$ cat config.mk
export PLATFORM = sky130hd
export DESIGN_NAME = exc_entry_seq
export DESIGN_NICKNAME = d
export VERILOG_FILES = /design/src/rtl/exc_seq_pkg.sv /design/src/rtl/exc_src_arbiter.sv /design/src/rtl/exc_frame_builder.sv /design/src/rtl/exc_entry_seq.sv
export SDC_FILE = /design/constraint.sdc
export NUM_CORES = 1
export LEC_CHECK = 0
export ABC_AREA = 1
export BUFFER_PORTS_ARGS = -buffer_cell sky130_fd_sc_hd__buf_2
export CORE_AREA = 5 5 143 145
export DETAILED_ROUTE_END_ITERATION = 8
export DIE_AREA = 0 0 148 150
export GPL_ROUTABILITY_DRIVEN = 0
export PLACE_DENSITY = 0.69
export SYNTH_ARGS = -nofsm -noshare
export SYNTH_HDL_FRONTEND = slang
export SYNTH_SLANG_ARGS = --single-unit
$ cat constraint.sdc
create_clock -name clk -period 1.9 [get_ports clk]
set_input_delay 0.38 -clock clk [delete_from_list [all_inputs] [get_ports clk]]
set_output_delay 0.38 -clock clk [all_outputs]
set_load 0.005 [all_outputs]
$ cat src/rtl/exc_seq_pkg.sv
package exc_seq_pkg;

    // Request vector index: lower index = higher priority
    localparam int SRC_ADDR = 0;
    localparam int SRC_ILL  = 1;
    localparam int SRC_TRAP = 2;
    localparam int N_SRC    = 3;

    typedef enum logic [1:0] {
        CZ_NONE  = 2'd0,
        CZ_ADDR  = 2'd1,
        CZ_ILL   = 2'd2,
        CZ_TRAP  = 2'd3
    } cause_e;

    typedef enum logic {
        ST_IDLE     = 1'b0,
        ST_REDIRECT = 1'b1
    } seq_state_e;

endpackage

$ cat src/rtl/exc_src_arbiter.sv
module exc_src_arbiter #(
    parameter int N = 3
) (
    input  logic [N-1:0] req,
    output logic [N-1:0] gnt,
    output logic         any
);
    // taken[i] is set when a higher-priority source (index < i) is requesting
    logic [N:0] taken;

    assign taken[0] = 1'b0;

    for (genvar i = 0; i < N; i++) begin : g_chain
        assign gnt[i]       = req[i] & ~taken[i];
        assign taken[i + 1] = taken[i] | req[i];
    end

    assign any = taken[N];

endmodule

$ cat src/rtl/exc_frame_builder.sv
module exc_frame_builder
    import exc_seq_pkg::*;
#(
    parameter int                 XLEN      = 32,
    parameter int                 EXP_W     = 12,
    parameter int                 IMM_W     = 8,
    parameter int                 BL_BIT    = 28,
    parameter int                 RB_BIT    = 29,
    parameter int                 MD_BIT    = 30,
    parameter logic [EXP_W-1:0]   CODE_TRAP = 'h160,
    parameter logic [EXP_W-1:0]   CODE_RD   = 'h0E0,
    parameter logic [EXP_W-1:0]   CODE_WR   = 'h100,
    parameter logic [EXP_W-1:0]   CODE_ILL  = 'h180,
    parameter logic [XLEN-1:0]    VEC_OFF   = 'h100
) (
    input  cause_e            cause,
    input  logic [XLEN-1:0]   cur_pc,
    input  logic [XLEN-1:0]   next_pc,
    input  logic [XLEN-1:0]   cur_sr,
    input  logic [XLEN-1:0]   vbr,
    input  logic [IMM_W-1:0]  trap_imm,
    input  logic [XLEN-1:0]   fault_va,
    input  logic              fault_is_write,
    output logic [XLEN-1:0]   spc_d,
    output logic [XLEN-1:0]   ssr_d,
    output logic [EXP_W-1:0]  expevt_d,
    output logic [XLEN-1:0]   tra_d,
    output logic [XLEN-1:0]   tea_d,
    output logic [XLEN-1:0]   sr_d,
    output logic [XLEN-1:0]   target_d,
    output logic              upd_tra,
    output logic              upd_tea
);
    localparam int TRA_SHIFT = 2;
    localparam logic [XLEN-1:0] BLOCK_MASK =
        (XLEN'(1) << BL_BIT) | (XLEN'(1) << RB_BIT) | (XLEN'(1) << MD_BIT);

    // Fields that do not depend on which cause won
    always_comb begin
        ssr_d    = cur_sr;
        sr_d     = cur_sr | BLOCK_MASK;
        target_d = vbr + VEC_OFF;
        tra_d    = XLEN'(trap_imm) << TRA_SHIFT;
        tea_d    = fault_va;
    end

    // Cause-dependent selection
    always_comb begin
        spc_d    = cur_pc;
        expevt_d = '0;
        upd_tra  = 1'b0;
        upd_tea  = 1'b0;
        unique case (cause)
            CZ_TRAP: begin
                spc_d    = next_pc;
                expevt_d = CODE_TRAP;
                upd_tra  = 1'b1;
            end
            CZ_ADDR: begin
                spc_d    = cur_pc;
                expevt_d = fault_is_write ? CODE_WR : CODE_RD;
                upd_tea  = 1'b1;
            end
            CZ_ILL: begin
                spc_d    = cur_pc;
                expevt_d = CODE_ILL;
            end
            CZ_NONE: begin
                spc_d    = cur_pc;
                expevt_d = '0;
            end
        endcase
    end

endmodule

$ cat src/rtl/exc_entry_seq.sv
module exc_entry_seq
    import exc_seq_pkg::*;
#(
    parameter int                XLEN     = 32,
    parameter int                EXP_W    = 12,
    parameter int                IMM_W    = 8,
    parameter logic [EXP_W-1:0]  ILL_CODE = 'h180
) (
    input  logic              clk,
    input  logic              rst_n,
    input  logic              trap_req,
    input  logic              addr_err_req,
    input  logic              illegal_req,
    input  logic [XLEN-1:0]   cur_pc,
    input  logic [XLEN-1:0]   next_pc,
    input  logic [XLEN-1:0]   cur_sr,
    input  logic [XLEN-1:0]   vbr,
    input  logic [IMM_W-1:0]  trap_imm,
    input  logic [XLEN-1:0]   fault_va,
    input  logic              fault_is_write,
    output logic [XLEN-1:0]   saved_pc,
    output logic [XLEN-1:0]   saved_sr,
    output logic [EXP_W-1:0]  event_code,
    output logic [XLEN-1:0]   trap_code,
    output logic [XLEN-1:0]   fault_addr,
    output logic [XLEN-1:0]   new_sr,
    output logic              redirect_vld,
    output logic [XLEN-1:0]   redirect_pc
);
    localparam int BL_BIT = 28;
    localparam int RB_BIT = 29;
    localparam int MD_BIT = 30;
    localparam int TRA_HI = IMM_W + 2;

    // ---------------- arbitration ----------------
    logic [N_SRC-1:0] req_vec;
    logic [N_SRC-1:0] gnt;
    logic             any_req;
    cause_e           cause;

    assign req_vec[SRC_ADDR] = addr_err_req;
    assign req_vec[SRC_ILL]  = illegal_req;
    assign req_vec[SRC_TRAP] = trap_req;

    exc_src_arbiter #(.N(N_SRC)) u_arb (
        .req (req_vec),
        .gnt (gnt),
        .any (any_req)
    );

    always_comb begin
        cause = CZ_NONE;
        if (gnt[SRC_ADDR])      cause = CZ_ADDR;
        else if (gnt[SRC_ILL])  cause = CZ_ILL;
        else if (gnt[SRC_TRAP]) cause = CZ_TRAP;
    end

    // ---------------- frame computation ----------------
    logic [XLEN-1:0]  spc_d, ssr_d, tra_d, tea_d, sr_d, target_d;
    logic [EXP_W-1:0] expevt_d;
    logic             upd_tra, upd_tea;

    exc_frame_builder #(
        .XLEN     (XLEN),
        .EXP_W    (EXP_W),
        .IMM_W    (IMM_W),
        .BL_BIT   (BL_BIT),
        .RB_BIT   (RB_BIT),
        .MD_BIT   (MD_BIT),
        .CODE_ILL (ILL_CODE)
    ) u_frame (
        .cause          (cause),
        .cur_pc         (cur_pc),
        .next_pc        (next_pc),
        .cur_sr         (cur_sr),
        .vbr            (vbr),
        .trap_imm       (trap_imm),
        .fault_va       (fault_va),
        .fault_is_write (fault_is_write),
        .spc_d          (spc_d),
        .ssr_d          (ssr_d),
        .expevt_d       (expevt_d),
        .tra_d          (tra_d),
        .tea_d          (tea_d),
        .sr_d           (sr_d),
        .target_d       (target_d),
        .upd_tra        (upd_tra),
        .upd_tea        (upd_tea)
    );

    // ---------------- state machine ----------------
    seq_state_e state_q, state_d;

    always_comb begin
        state_d = state_q;
        unique case (state_q)
            ST_IDLE:     state_d = any_req ? ST_REDIRECT : ST_IDLE;  // T_ENTER
            ST_REDIRECT: state_d = any_req ? ST_REDIRECT : ST_IDLE;  // T_CHAIN / T_DONE
        endcase
    end

    always_ff @(posedge clk) begin
        if (!rst_n) state_q <= ST_IDLE;
        else        state_q <= state_d;
    end

    // ---------------- output registers ----------------
    always_ff @(posedge clk) begin
        if (!rst_n) begin
            saved_pc    <= '0;
            saved_sr    <= '0;
            event_code  <= '0;
            trap_code   <= '0;
            fault_addr  <= '0;
            new_sr      <= '0;
            redirect_pc <= '0;
        end else if (any_req) begin
            saved_pc    <= spc_d;
            saved_sr    <= ssr_d;
            event_code  <= expevt_d;
            new_sr      <= sr_d;
            redirect_pc <= target_d;
            if (upd_tra) trap_code  <= tra_d;
            if (upd_tea) fault_addr <= tea_d;
        end
    end

    assign redirect_vld = (state_q == ST_REDIRECT);

    // ---------------- assertions ----------------
    p_tra_pad_zero_r3: assert property (@(posedge clk) disable iff (!rst_n)
        (trap_code[XLEN-1:TRA_HI] == '0) && (trap_code[1:0] == 2'b00));

    p_block_bits_r7: assert property (@(posedge clk) disable iff (!rst_n)
        redirect_vld |-> (new_sr[BL_BIT] && new_sr[RB_BIT] && new_sr[MD_BIT]));

    p_redirect_rise_r8: assert property (@(posedge clk) disable iff (!rst_n)
        any_req |=> redirect_vld);

    p_redirect_drop_r8: assert property (@(posedge clk) disable iff (!rst_n)
        !any_req |=> !redirect_vld);

    p_target_r8: assert property (@(posedge clk) disable iff (!rst_n)
        any_req |=> (redirect_pc == $past(vbr) + XLEN'('h100)));

    p_addr_wins_r9: assert property (@(posedge clk) disable iff (!rst_n)
        addr_err_req |=> (fault_addr == $past(fault_va)));

    p_grant_single_r9: assert property (@(posedge clk) disable iff (!rst_n)
        $onehot0(gnt) && (any_req == (|req_vec)));

    p_hold_r10: assert property (@(posedge clk) disable iff (!rst_n)
        !any_req |=> ($stable(saved_pc) && $stable(saved_sr) &&
                      $stable(event_code) && $stable(new_sr)));

    p_tea_hold_r11: assert property (@(posedge clk) disable iff (!rst_n)
        !addr_err_req |=> $stable(fault_addr));

    p_tra_hold_r11: assert property (@(posedge clk) disable iff (!rst_n)
        !gnt[SRC_TRAP] |=> $stable(trap_code));

endmodule

* Word level (Yosys, flattened, before mapping)
Cells that the tools add are included.
** Word-level totals
- Register bits after elaboration :: 181
- Bits in latches :: 0
- Bits in writable memories :: 0
- ROM bits :: 0
- Input port bits :: 174
- Output and inout port bits :: 205
- Word-level logic and storage cells :: 31
- Memories :: 0
** Cells by class
- Add/subtract/negate cells :: 1
- $mul :: 0
- Divide/modulo/power cells :: 0
- Order comparisons :: 0
- Equality and inequality tests :: 3
- Shifts and indexed selects :: 0
- Mux-type cells :: 9
- Bitwise operators :: 6
- Reduce and logical (&&, ||, !) cells :: 4
** Operators by type and width (number)
- $pmux W32 S2 :: 1
- $pmux W12 S4 :: 1
- $add A32 B9 Y32 const B :: 1
- $mux W9 :: 1
- $mux W2 :: 3
- $eq A2 B2 Y1 const B :: 2
- $reduce_and A2 Y1 :: 2
- $mux W1 :: 3
- $reduce_or A3 Y1 :: 1
- $and A1 B1 Y1 :: 2
- $eq A2 B1 Y1 const B :: 1
- $logic_not A2 Y1 :: 1
- $not A1 Y1 :: 2
- $or A1 B1 Y1 :: 2

* Depth between registers and ports, before layout
Gate-level depths: netlist of run 1.
- Word-level depth :: 9
- Depth in mapped cells :: 10
- Depth with buffers taken out :: 10

* By module
A second synthesis of run 1 with hierarchy kept.
** Second synthesis, totals
- Cell total of the unflattened synthesis :: 1408
- Area total of the unflattened synthesis :: 9708.1 um^2
** By module, submodules not included
- exc_entry_seq :: instances 1, cells an instance 1020, area each 7492.2 um^2, sequential area each 4103.9 um^2
- exc_frame_builder :: instances 1, cells an instance 380, area each 2175.8 um^2, sequential area each 0.0 um^2
- exc_src_arbiter :: instances 1, cells an instance 8, area each 40.0 um^2, sequential area each 0.0 um^2

* Least setup slack after synthesis of run 1
Ideal clock, no wire load.
- Kind :: input-to-reg
- Start :: input port vbr[8]
- End :: register redirect_pc[30]
- Setup time :: 109 ps
- Arrival :: 1252 ps
- Required time :: 1791 ps
- Path slack :: 540 ps
- Stages :: 10
- Path buffers :: 0
- Path through :: ha_1 -> nand2_1 -> nor2_1 -> nand2_1 -> nor2_1 -> nand2_1 -> nand2_1 -> nand3_1 -> nand2_1 -> inv_1
** Between the ends
- Cells in the longest elaborated chain, start to end :: 1
** Ends and longest elaborated chain
- from (decl) :: line exc_entry_seq.sv:17 : input logic [XLEN-1:0] vbr,
- $add A32 B9 Y32 :: line exc_frame_builder.sv:42 : target_d = vbr + VEC_OFF;
- to (signal assigned) :: line exc_entry_seq.sv:122 : redirect_pc <= target_d;
- to (decl) :: line exc_entry_seq.sv:28 : output logic [XLEN-1:0] redirect_pc
Every way passes these cells.
A chain may end at the register's enable or synchronous reset.

==> results.json, run 1 <==
{
  "grt_max_degree": 70,
  "final_nets": 1267,
  "crit_end": "new_sr[13]",
  "hold_buffers": 0,
  "num_io_pins": 379,
  "syn2layout_area_growth_pct": 38.0,
  "met2_length_um": 10200,
  "synth_warnings": 0,
  "path_cells": "buf_2",
  "place_hpwl_um": 16000,
  "hp-class": "in2reg",
  "antenna_left": 0,
  "avgSynthCellArea_um2": 7.68,
  "crit_cells": 1,
  "diodes": 0,
  "ys_types": 31,
  "swShare": 0.260,
  "end_kind": "primary output",
  "grt_overflow": 0,
  "viasPerCell": 4.56,
  "dr.max_layer_used": "met4",
  "rsz0062_at_grt": "no",
  "ir_drop_mv": 0.543,
  "p_switching_uw": 2030,
  "cts_resized": 0,
  "tns_ns": 0,
  "grt_pass1_wl_um": 31300,
  "r2r_slack_ns": 1.12,
  "max_freq_mhz": 705,
  "dr.pass1.iters": 6,
  "crit_family": "flip-flops",
  "final_common_cell": "buf_2",
  "yosys.area.top_type": "dfxtp_1",
  "cts_made_buffers": 17,
  "setup_viol": 0,
  "power_leakage_uw": 0.00440,
  "fin_worst_skew_ns": 0,
  "port_buffers": 346,
  "syn_inst": 780,
  "drc": 0,
  "cp-start-kind": "register",
  "die_area_um2": 22200,
  "grt_usage": 0.177,
  "die_width_um": 148,
  "status": "complete, no violations",
  "clkPwrFrac": 0.451,
  "ff2ff_path_depth": 2,
  "worstSkewPairLatency_ns": 0.41,
  "power_density_nw_per_um2": 943,
  "crit_type": "reg2out",
  "dp.cells": 1311,
  "maxCapViolCount": 0,
  "r2r-end": "event_code[6]",
  "max_stage_delay_ns": 0.46,
  "tightestPinTransition_ns": 0.769,
  "drt-met1-wl_um": 8320,
  "clock-root-buffer": "clkbuf_16",
  "mostFrequentLayoutCells": "buf_2 (346), nor2_1 (150), dfxtp_1 (141)",
  "r2r-start": "event_code[6]",
  "max_slew_margin": 0.487,
  "period_share": 0.747,
  "clk_pin_slew_ns": 0.06,
  "cts.htree.levels": 4,
  "finalCriticalPeriod_ns": 1.42,
  "critical_path.max_fanout": 3,
  "hold_violations": 0,
  "synthTopCellsByArea": "dfxtp_1 (47%), nor2_1 (9.4%), o21ai_0 (8.7%)",
  "drt_iter0_markers": 293,
  "layout.cells.non_filler": 1342,
  "dr_total_vias": 6119,
  "synth_seq_area_share": 0.471,
  "slowest_stage": "dfxtp_1",
  "post_drt_wl_per_cell_um": 15.5,
  "synth_edf_count": 0,
  "comb_power_share": 0.126,
  "syn-cell-area_um2": 5990,
  "first_global_vias": 5869,
  "cts_tree": "built",
  "drv_slew": 0,
  "die_y_um": 150,
  "synth-async-reset-ratio": 0,
  "core_um2": 19100,
  "antenna_found_initial": 0,
  "crit_start": "saved_sr[13]",
  "internal-power_uw": 5760,
  "cp.required_ns": 1.52,
  "drt-total-wl_um": 20800,
  "cp.arrival_ns": 1.04,
  "row_count": 51,
  "ys.flop_type": "dfxtp_1",
  "postCtsSetupRepairBufs": 0,
  "synth_top_area_frac": 0.471,
  "pwr-share-seq": 0.423,
  "wl_met3_um": 2060,
  "critPathBufInv": 1,
  "cts_buffer_depth": 2,
  "drive_gt1_frac": 0.368,
  "synth-seq-cells": 141,
  "cts_sinks": 141,
  "start_util": 0.314
}
## flip-flops by register name, summed over array words and instances (netlist names)
signal	cells
event_code	3
fault_addr	32
new_sr	1
redirect_pc	32
redirect_vld	1
saved_pc	32
saved_sr	32
trap_code	8
## synthesized netlist by cell type, drive strengths merged, types with 2 or more instances
library cell	n
or2	2
dfxtp	141
nor2	155
and2	2
nand2	127
buf	86
o21ai	127
clkbuf	16
a22o	36
nand4	2
a31oi	2
nand3	20
inv	43
xor2	3
a21oi	9
xnor2	2
## worst min-delay path by stage
stage                          from              end  depth (start not counted)
floorplan           redirect_pc[17]  redirect_pc[17]                          2
global placement        saved_pc[0]      saved_pc[0]                          2
detailed placement     saved_pc[12]     saved_pc[12]                          2
CTS                      cur_sr[10]     saved_sr[10]                          2
global route             cur_sr[27]     saved_sr[27]                          2
finish                   cur_sr[10]     saved_sr[10]                          2
## stage by stage
step                      setup WS (ns)  hold WS, ns  utilization  area (µm²)  power [µW]
after floorplan                   0.540        0.447            -        6100        3850
after global placement            0.226        0.438        0.400        7640        4340
after detailed placement          0.224        0.444        0.400        7640        4350
after CTS                         0.416        0.151        0.433        8260        7910
after global routing              0.417        0.163        0.433        8260        8180
final                             0.481        0.180        0.433        8260        7790
## routing by layer
layer / vias to the layer above / track usage
li1: 3063 / -
met3: 15 / 0.0639
met4: 0 / 0.0540
met5: - / 0
met2: 264 / 0.303
met1: 2777 / 0.208
## cell type report
type | instances | area, µm²
clock buffers | 18 | 439
clock inverters | 13 | 180
fillers | 1940 | 10800
inverters | 44 | 165
multi-input cells | 524 | 2450
flip-flops and latches | 141 | 2820
well taps | 238 | 298
repair buffers | 364 | 1900
## logic make-up (layout without fill, tap and decap cells)
logic type / count (synthesis) / after routing / synth area share
xor gates and xnor gates: 5 / 5 / 0.00732
other: 1 / 32 / 0.000626
AOI/OAI and AO/OA: 176 / 176 / 0.171
and+or+nand+nor: 310 / 310 / 0.209
adders and majority gates: 1 / 1 / 0.00209
DFF: 141 / 141 / 0.471
buffers and inverters: 146 / 439 / 0.139
## power groups by stage
stage                     registers [µW]  clock network [µW]  logic, µW
after floorplan                     3360                   0        483
after global placement              3360                   0        982
after detailed placement            3360                   0        989
after CTS                           3300                3620        993
after global routing                3320                3760       1100
final                               3300                3510        978
No activity file was read; power rests on OpenSTA's default activity.
==> run 2, diff against run 1 <==
--- a/config.mk
+++ b/config.mk
@@ -5,13 +5,13 @@
 export SDC_FILE = /design/constraint.sdc
 export NUM_CORES = 1
 export LEC_CHECK = 0
-export ABC_AREA = 1
+export ABC_AREA = 0
 export BUFFER_PORTS_ARGS = -buffer_cell sky130_fd_sc_hd__buf_2
-export CORE_AREA = 5 5 143 145
+export CORE_AREA = 5 5 142 144
 export DETAILED_ROUTE_END_ITERATION = 8
-export DIE_AREA = 0 0 148 150
+export DIE_AREA = 0 0 147 149
 export GPL_ROUTABILITY_DRIVEN = 0
-export PLACE_DENSITY = 0.69
+export PLACE_DENSITY = 0.72
 export SYNTH_ARGS = -nofsm -noshare
 export SYNTH_HDL_FRONTEND = slang
 export SYNTH_SLANG_ARGS = --single-unit
==> constraint.sdc (replaced) <==
create_clock -name clk -period 1.26 [get_ports clk]
set_input_delay 0.252 -clock clk [delete_from_list [all_inputs] [get_ports clk]]
set_output_delay 0.252 -clock clk [all_outputs]
set_load 0.005 [all_outputs]
==> run 2 against run 1 <==
Net effect:
- the flow now finishes with violations (setup timing)
- area after synthesis is 0.56% higher
- worst setup slack worse by 0.53 ns
- sequential share of layout area is 2.3 points lower
- global-route usage is 0.22 points lower
- largest cell class unchanged
- highest routed layer is now met5
==> results.json, run 2 <==
{
  "grt_max_degree": 65,
  "tightestPinTransition_ns": 0.500,
  "ys.flop_type": "dfxtp_1",
  "synth_warnings": 0,
  "ir_drop_mv": 0.853,
  "n_fill_cell": 1769,
  "synth_edf_count": 0,
  "die_y_um": 149,
  "cts.htree.levels": 4,
  "cp.required_ns": 1.60,
  "setup_viol": 3,
  "power_leakage_uw": 0.00443,
  "end_kind": "register",
  "met2_length_um": 10000,
  "synth_commonest_cells": "dfxtp_1 (141), nand2_1 (105), nor2_1 (77)",
  "cp-start-kind": "primary input",
  "die_area_um2": 21900,
  "ys_types": 35,
  "dr.pass1.iters": 4,
  "synth-seq-cells": 141,
  "viasPerCell": 4.66,
  "hp-class": "in2reg",
  "drive_gt1_frac": 0.454,
  "max_slew_margin": 0.667,
  "maxCapViolCount": 0,
  "p_switching_uw": 2990,
  "swShare": 0.259,
  "violations": "setup timing",
  "final_nets": 1211,
  "cp.arrival_ns": 1.65,
  "period_share": 1.04,
  "antenna_left": 0,
  "hold_buffers": 0,
  "dr_total_vias": 5968,
  "clkPwrFrac": 0.430,
  "comb_power_share": 0.145,
  "grt_usage": 0.175,
  "drc": 0,
  "cts_buffer_depth": 2,
  "critical_path.max_fanout": 4,
  "fin_worst_skew_ns": 0,
  "cts_made_buffers": 17,
  "synth-async-reset-ratio": 0,
  "syn_inst": 692,
  "tns_ns": -0.108,
  "yosys.area.top_type": "dfxtp_1",
  "hold_violations": 0,
  "drv_slew": 0,
  "drt-total-wl_um": 20300,
  "fin_ws_ns": -0.0487,
  "place_hpwl_um": 15500,
  "num_io_pins": 379,
  "synth_seq_area_share": 0.469,
  "post_drt_wl_per_cell_um": 15.8,
  "start_util": 0.324,
  "core_um2": 18600,
  "die_width_um": 147,
  "rsz0062_at_grt": "yes",
  "clock-root-buffer": "clkbuf_16",
  "p_total_uw": 11600,
  "finalCriticalPeriod_ns": 1.31,
  "final_common_cell": "buf_2",
  "diodes": 0,
  "syn-cell-area_um2": 6020,
  "port_buffers": 346,
  "syn2layout_area_growth_pct": 47.5,
  "cts_sinks": 141,
  "dr.max_layer_used": "met5",
  "synthTopCellsByArea": "dfxtp_1 (47%), mux2i_1 (11%), buf_4 (8.0%)",
  "clk_pin_slew_ns": 0.06,
  "power_density_nw_per_um2": 1300,
  "worstSkewPairLatency_ns": 0.41,
  "drt-met1-wl_um": 8020,
  "drt_iter0_markers": 192,
  "avgSynthCellArea_um2": 8.70,
  "row_count": 50,
  "pwr-share-seq": 0.426,
  "grt_pass1_wl_um": 30600,
  "crit_type": "in2reg",
  "antenna_found_initial": 1,
  "cts_tree": "built",
  "first_global_vias": 5800,
  "mostFrequentLayoutCells": "buf_2 (335), dfxtp_1 (138), nand2_1 (103)",
  "max_freq_mhz": 764,
  "yosysMostFrequentCell": "dfxtp_1",
  "status": "finished, violations left",
  "grt_overflow": 0,
  "synth_top_area_frac": 0.469,
  "internal-power_uw": 8570,
  "wl_met3_um": 1800
}
-- run 2: cell count changes after synthesis, moves of 37 or more --
cell and delta:
a211oi_1 +37, a21oi_1 +48, inv_1 -38, mux2i_1 +64, nor2_1 -73, o21ai_0 -82
-- run 2: cell type report --
cell class / instances / area [µm²] / area share
Sequential cell: 141 / 2830 / 0.318
Multi-Input combinational cell: 466 / 2820 / 0.317
Timing Repair Buffer: 406 / 2350 / 0.265
Clock buffer: 19 / 443 / 0.0499
Tap cell: 234 / 293 / 0.0330
Clock inverter: 12 / 136 / 0.0154
Inverter: 4 / 17.5 / 0.00197
-- run 2: cells by family after synthesis --
kind of cell             Yosys count  synth area share
other                              1          0.000623
flip-flops                       141             0.469
AND/OR/NAND/NOR                  221             0.156
AO/OA/AOI/OAI                    136             0.135
adder cells (fa/ha/maj)            1           0.00208
XOR/XNOR                          11            0.0160
buffers and inverters            117             0.114
multiplexers                      64             0.106
-- run 2: worst max-delay path, stage by stage --
cell and delay [ns]:
buf_8 0.08, nand2_4 0.05, or4_4 0.56, buf_6 0.14
or4_4 0.40, a31oi_1 0.16
-- run 2: through the flow --
step | util | instances | instance area [µm²] | setup WS (ns) | hold slack, ns
after floorplan | - | 723 | 6380 | -0.296 | 0.346
after global placement | 0.437 | 1246 | 8120 | -0.497 | 0.437
after detailed placement | 0.437 | 1246 | 8120 | -0.509 | 0.441
after CTS | 0.472 | 1279 | 8770 | -0.0157 | 0.0312
after global routing | 0.478 | 1282 | 8880 | -0.0684 | 0.0357
final | 0.478 | 1282 | 8880 | -0.0487 | 0.0548
-- run 2: path summary, 6_finish.rpt --
| check | start | endpoint | slack (ns) | cells past startpoint |
|---|---|---|---|---|
| min reg2reg | redirect_pc[5] | redirect_pc[5] | 0.45 | 2 |
| max reg2reg | redirect_pc[28] | redirect_pc[28] | 0.47 | 2 |
| max | vbr[8] | redirect_pc[29] | -0.05 | 6 |
| min | fault_is_write | event_code[7] | 0.05 | 2 |
-- run 2: repair_timing --
action	CTS	global route
setup buffers	1	3
resized for setup	11	23
endpoints found under the setup margin	6	11
pin swaps	7	10
cloned	1	0
-- run 2: power by group through the flow --
stage / registers (µW) / clock network, µW / logic, µW
2_1_floorplan: 5030 / 0 / 838
3_3_place_gp: 5010 / 0 / 1610
3_5_place_dp: 5020 / 0 / 1630
4_1_cts: 4920 / 5140 / 1650
5_1_grt: 4960 / 5330 / 1850
6_report: 4920 / 4970 / 1670
-- run 2: per-layer routing --
layer / vias to the layer above / GRT usage
met3: 30 / 0.0593
met2: 282 / 0.305
met5: - / 0
met1: 2685 / 0.200
met4: 2 / 0.0606
li1: 2969 / -
